`config.mk`:
```
export PLATFORM = sky130hd
export DESIGN_NAME = exec_guard
export DESIGN_NICKNAME = d
export VERILOG_FILES = /design/src/rtl/secmon_pkg.sv /design/src/rtl/secmon_regs.sv /design/src/rtl/secmon_checks.sv /design/src/rtl/secmon_latch.sv /design/src/rtl/exec_guard.sv
export SDC_FILE = /design/constraint.sdc
export NUM_CORES = 1
export LEC_CHECK = 0
export BUFFER_PORTS_ARGS = -buffer_cell sky130_fd_sc_hd__buf_2
export CORE_AREA = 2 2 107 109
export CTS_CLUSTER_SIZE = 40
export DETAILED_ROUTE_END_ITERATION = 10
export DIE_AREA = 0 0 109 111
export SLEW_MARGIN = 25
export SYNTH_ARGS = -nofsm -noshare
export SYNTH_HDL_FRONTEND = slang
export SYNTH_SLANG_ARGS = --single-unit
```
`constraint.sdc`:
```
create_clock -name clk -period 2.2 [get_ports clk]
set_input_delay 0.33 -clock clk [delete_from_list [all_inputs] [get_ports clk]]
set_output_delay 0.33 -clock clk [all_outputs]
set_load 0.01 [all_outputs]
```
`src/rtl/secmon_pkg.sv`:
```
package secmon_pkg;

    parameter int unsigned ADDR_W = 32;
    parameter int unsigned DATA_W = 32;
    parameter int unsigned REG_AW = 8;

    localparam logic [REG_AW-1:0] REG_CTRL  = 8'h60;
    localparam logic [REG_AW-1:0] REG_FIRST = 8'h61;
    localparam logic [REG_AW-1:0] REG_LAST  = 8'h62;

    typedef logic [ADDR_W-1:0] addr_t;
    typedef logic [DATA_W-1:0] data_t;

    typedef struct packed {
        logic  valid;
        logic  fetch;
        addr_t addr;
    } access_t;

    typedef struct packed {
        logic  armed;
        addr_t first;
        addr_t last;
    } window_t;

    typedef struct packed {
        logic fw_fetch;
        logic ram_oob;
        logic win_fetch;
    } hits_t;

    function automatic logic in_span(input addr_t a, input addr_t lo, input addr_t hi);
        return (a >= lo) && (a <= hi);
    endfunction

endpackage

```
`src/rtl/secmon_regs.sv`:
```
module secmon_regs
    import secmon_pkg::*;
(
    input  logic              clk,
    input  logic              rst,
    input  logic              reg_cs,
    input  logic              reg_we,
    input  logic [REG_AW-1:0] reg_addr,
    input  data_t             reg_wdata,
    output data_t             reg_rdata,
    output window_t           win
);

    window_t win_q;
    logic    wr;

    assign wr  = reg_cs && reg_we;
    assign win = win_q;

    always_ff @(posedge clk) begin
        if (rst) begin
            win_q <= '0;
        end else if (wr) begin
            unique case (reg_addr)
                REG_CTRL:  if (reg_wdata[0]) win_q.armed <= 1'b1;
                REG_FIRST: if (!win_q.armed) win_q.first <= addr_t'(reg_wdata);
                REG_LAST:  if (!win_q.armed) win_q.last  <= addr_t'(reg_wdata);
                default:   ;
            endcase
        end
    end

    always_comb begin
        unique case (reg_addr)
            REG_CTRL:  reg_rdata = data_t'(win_q.armed);
            REG_FIRST: reg_rdata = data_t'(win_q.first);
            REG_LAST:  reg_rdata = data_t'(win_q.last);
            default:   reg_rdata = '0;
        endcase
    end

    AST_ARM_ONE_WAY: assert property (@(posedge clk) disable iff (rst)
        win_q.armed |=> win_q.armed);

    AST_BOUNDS_LOCKED: assert property (@(posedge clk) disable iff (rst)
        win_q.armed |=> ($stable(win_q.first) && $stable(win_q.last)));

endmodule

```
`src/rtl/secmon_checks.sv`:
```
module secmon_checks
    import secmon_pkg::*;
#(
    parameter addr_t FW_BASE  = 32'hD000_0000,
    parameter addr_t FW_SIZE  = 32'h0000_0800,
    parameter addr_t RAM_BASE = 32'h4000_0000,
    parameter addr_t RAM_SIZE = 32'h0002_0000,
    parameter addr_t RAM_SPAN = 32'h4000_0000
) (
    input  access_t acc,
    input  window_t win,
    output hits_t   hits
);

    localparam addr_t FW_LAST  = FW_BASE + FW_SIZE - 1;
    localparam addr_t OOB_LO   = RAM_BASE + RAM_SIZE;
    localparam addr_t OOB_HI   = RAM_BASE + RAM_SPAN - 1;

    always_comb begin
        hits.fw_fetch  = acc.valid && acc.fetch && in_span(acc.addr, FW_BASE, FW_LAST);
        hits.ram_oob   = acc.valid && in_span(acc.addr, OOB_LO, OOB_HI);
        hits.win_fetch = acc.valid && acc.fetch && win.armed
                         && in_span(acc.addr, win.first, win.last);
    end

endmodule

```
`src/rtl/secmon_latch.sv`:
```
module secmon_latch
    import secmon_pkg::*;
(
    input  logic  clk,
    input  logic  rst,
    input  hits_t hits,
    output logic  viol
);

    always_ff @(posedge clk) begin
        if (rst) viol <= 1'b0;
        else     viol <= viol | (|hits);
    end

    AST_VIOL_STICKY: assert property (@(posedge clk) disable iff (rst)
        viol |=> viol);

endmodule

```
`src/rtl/exec_guard.sv`:
```
module exec_guard
    import secmon_pkg::*;
#(
    parameter addr_t FW_BASE  = 32'hD000_0000,
    parameter addr_t FW_SIZE  = 32'h0000_0800,
    parameter addr_t RAM_BASE = 32'h4000_0000,
    parameter addr_t RAM_SIZE = 32'h0002_0000,
    parameter addr_t RAM_SPAN = 32'h4000_0000
) (
    input  logic        clk,
    input  logic        rst,
    input  logic        reg_cs,
    input  logic        reg_we,
    input  logic [7:0]  reg_addr,
    input  logic [31:0] reg_wdata,
    output logic [31:0] reg_rdata,
    input  logic        bus_valid,
    input  logic        bus_fetch,
    input  logic [31:0] bus_addr,
    output logic        violation
);

    window_t win;
    access_t acc;
    hits_t   hits;

    assign acc.valid = bus_valid;
    assign acc.fetch = bus_fetch;
    assign acc.addr  = bus_addr;

    secmon_regs u_regs (
        .clk       (clk),
        .rst       (rst),
        .reg_cs    (reg_cs),
        .reg_we    (reg_we),
        .reg_addr  (reg_addr),
        .reg_wdata (reg_wdata),
        .reg_rdata (reg_rdata),
        .win       (win)
    );

    secmon_checks #(
        .FW_BASE  (FW_BASE),
        .FW_SIZE  (FW_SIZE),
        .RAM_BASE (RAM_BASE),
        .RAM_SIZE (RAM_SIZE),
        .RAM_SPAN (RAM_SPAN)
    ) u_checks (
        .acc  (acc),
        .win  (win),
        .hits (hits)
    );

    secmon_latch u_latch (
        .clk  (clk),
        .rst  (rst),
        .hits (hits),
        .viol (violation)
    );

    AST_FW_FETCH: assert property (@(posedge clk) disable iff (rst)
        (bus_valid && bus_fetch && in_span(bus_addr, FW_BASE, FW_BASE + FW_SIZE - 1))
        |=> violation);

    AST_RAM_OOB: assert property (@(posedge clk) disable iff (rst)
        (bus_valid && in_span(bus_addr, RAM_BASE + RAM_SIZE, RAM_BASE + RAM_SPAN - 1))
        |=> violation);

    AST_WIN_FETCH: assert property (@(posedge clk) disable iff (rst)
        (bus_valid && bus_fetch && win.armed && in_span(bus_addr, win.first, win.last))
        |=> violation);

    AST_QUIET_DATA: assert property (@(posedge clk) disable iff (rst)
        (!violation && (!bus_valid || (!bus_fetch && bus_addr < RAM_BASE + RAM_SIZE)))
        |=> !violation);

endmodule

```
==> impl_metrics.py <==
metrics = {
    "clocking": {
        "h-tree-depth": 3,
        "clkTransAtPathRegs_ps": 60,
        "cts_tree": "built",
        "clockBufferDepth": 2,
        "cts_hold_buf": 0,
        "cts_root_buffer": "clkbuf_16",
        "cts_sinks": 66,
        "clkLatencyLatePin_ps": 340,
        "cts_inserted_buffers": 9,
    },
    "power_and_ir_drop": {
        "vdd_drop_max_v": 0.0003297,
        "switching_share": 0.2337,
        "switchingPower_mw": 0.6921,
        "power.leakage_nw": 2.239,
        "pwr-share-clk": 0.496,
        "seq_power_share": 0.405,
        "p_int_mw": 2.269,
        "power.density_nw_per_um2": 533.2,
        "power_mw": 2.961,
        "combPwrFrac": 0.100,
    },
    "drt": {
        "avgViaCountPerCell": 5.214,
        "first_pass_iters": 4,
        "wire_per_inst_um": 15.93,
        "ant_nets": 0,
        "drt_iter0_drc": 260,
        "route.detailed.drc": 0,
        "drt-total-wl_mm": 13.48,
        "vias": 4411,
    },
    "global_routing": {
        "overflow": 0,
        "met3_usage": 0.04938,
        "grt_max_degree": 34,
        "globalRouteMet1Util": 0.2694,
        "grt_antenna_before_repair": 0,
        "grt_pass1_vias": 4285,
        "grt_pass1_wl_mm": 20.35,
        "met2_usage": 0.3627,
        "top_usage_layer": "met2",
        "grtUsageTotal": 0.2162,
    },
    "synth": {
        "synth_area_leader_cell": "dfxtp_1",
        "synth_cell_type_count": 38,
        "synthTopCellsByArea": "dfxtp_1, ha_1, nand2_1, a21oi_1, a22o_1",
        "synth_cells": 580,
        "post-synth-top-count-cell": "nand2_1",
        "synth_top_area_share": 0.3065,
        "yosysWarnings": 0,
        "syn_area_per_cell_um2": 7.432,
        "syn_nets": 722,
        "yosysSeqAreaShare": 0.3065,
        "synth_ff_type": "dfxtp_1",
        "synth_edf_count": 0,
        "netlist_top_cells_count": "nand2_1, a21oi_1, inv_1, dfxtp_1, ha_1",
        "ys_ff_latch": 66,
        "synthArstFlopShare": 0,
        "synth.cell_area_um2": 4310,
    },
    "die": {
        "dieWidth_um": 109,
        "io_pins": 111,
        "core_um2": 11080,
        "dieArea_um2": 12100,
        "rows": 39,
        "floorplan.initialDensity": 0.3891,
        "die_h_um": 111,
    },
    "placed_design": {
        "portBuffers": 110,
        "dp_cells": 820,
        "hpwl_mm": 9.552,
        "placed_area_um2": 5089,
        "gp_congestion": 0.8276,
    },
    "sta": {
        "rsz0062_at_grt": "true",
        "setup_tns_ps": 0,
        "worst-slew-pin-transition_ps": 646.1,
        "fmax_ghz": 0.4599,
        "period_share": 0.9884,
        "hold_ws_ps": 237.9,
        "skew_ps": 5.452,
        "finalSetupViolCount": 0,
        "hold_viol_final": 0,
        "max_slew_margin": 0.5693,
        "period_needed_ps": 2174,
        "slew_violations": 0,
    },
    "worst_setup_path": {
        "end_kind": "primary output",
        "path_cells": "buf_6 > nor4b_4 > nand3b_1 > buf_4 > nor3_4 > buf_12 > clkbuf_16 > a22o_1 > buf_2",
        "worstSetupPathType": "primary input to primary output",
        "cp_max_fo": 8,
        "cp.arrival_ps": 1840,
        "cpPeakStageDelay_ps": 260,
        "cp_slowest_cell": "nor3_4",
        "cp.required_ps": 1870,
        "worstSetupStartpointType": "primary input",
    },
    "worst_hold_path": {
        "hold_path.class": "primary input to flip-flop",
    },
    "cells_and_area": {
        "diodes": 0,
        "final_nets": 840,
        "instances_no_fill": 846,
        "area_growth_pct": 28.85,
        "drive_gt1_frac": 0.2134,
        "final_area_um2": 5554,
    },
    "flow_run": {
        "maxCapViolations": 0,
    },
    "status": {
        "status": "finished clean",
    },
}
[cell type report]
type | count | area, um^2
repair buffers | 134 | 863.3
inverters | 67 | 251.5
well taps | 143 | 178.9
flip-flops and latches | 66 | 1321
clock buffers | 14 | 264.0
multi-input cells | 420 | 2640
fillers | 1102 | 5523
clock inverters | 2 | 35.03
[metrics by stage]
stage	util	setup WS (ps)
after floorplan	-	315.1
after global placement	0.4594	38.03
after detailed placement	0.4594	0.5653
after CTS	0.4864	2.790
after global routing	0.5014	-33.02
final	0.5014	25.53
[metal layers]
layer	part of all wire	wire length, um
met2	0.50	6725
met5	0	0
met3	0.065	880
met4	0.014	187
met1	0.42	5684
[layout by cell type, fill, tap and decap left out, types with 4 or more instances in the layout]
master	synthesis	layout
nand3_1	9	9
nand4_1	9	9
a22o_1	32	32
nor4_1	4	4
dfxtp_1	66	66
inv_1	67	67
clkbuf_16	0	11
buf_4	3	12
nor3_1	4	4
buf_12	0	5
a21o_1	4	4
buf_6	0	4
o21ai_0	9	9
nor2_1	11	11
buf_2	5	108
nand2_1	153	153
a21oi_1	94	94
ha_1	64	64
[cell families after synthesis]
kind of cell    synth area share
compound gates            0.2165
fa+ha+maj                 0.1858
buf+inv                  0.08592
flops                     0.3065
mux                     0.002322
simple gates              0.2029
[worst max-delay path: cells and delay by family]
family	cells	cell delay, ps
AOI/OAI and AO/OA	1	150
and+or+nand+nor	3	650
buffers and inverters	5	700
[what timing repair did]
action,in CTS,in global routing
buffers inserted,0,5
endpoints found under the setup margin,0,31
gates resized for setup,0,11
endpoints found under the hold margin,0,0
[worst paths after layout]
path                            slack (ps)  cells past startpoint        endpoint           from
worst max-delay path                    30                      9    reg_rdata[5]    reg_addr[4]
worst min-delay path                   240                      3  u_regs.win[31]  reg_wdata[31]
worst max register to register         190                      8    u_latch.viol  u_regs.win[5]
worst min register to register         470                      2   u_regs.win[2]  u_regs.win[2]
[state kept, by name, summed over array words and instances (netlist names)]
| name | count |
|---|---|
| u_regs.win | 65 |
| u_latch.viol | 1 |
[power groups by stage]
stage / sequential (mW) / clock (mW) / combinational, mW
3_5_place_dp: 1.22 / 0 / 0.286
3_3_place_gp: 1.22 / 0 / 0.276
4_1_cts: 1.20 / 1.48 / 0.289
6_report: 1.20 / 1.47 / 0.296
5_1_grt: 1.20 / 1.54 / 0.336
2_1_floorplan: 1.22 / 0 / 0.136
Power figures use the tool's default switching activity.
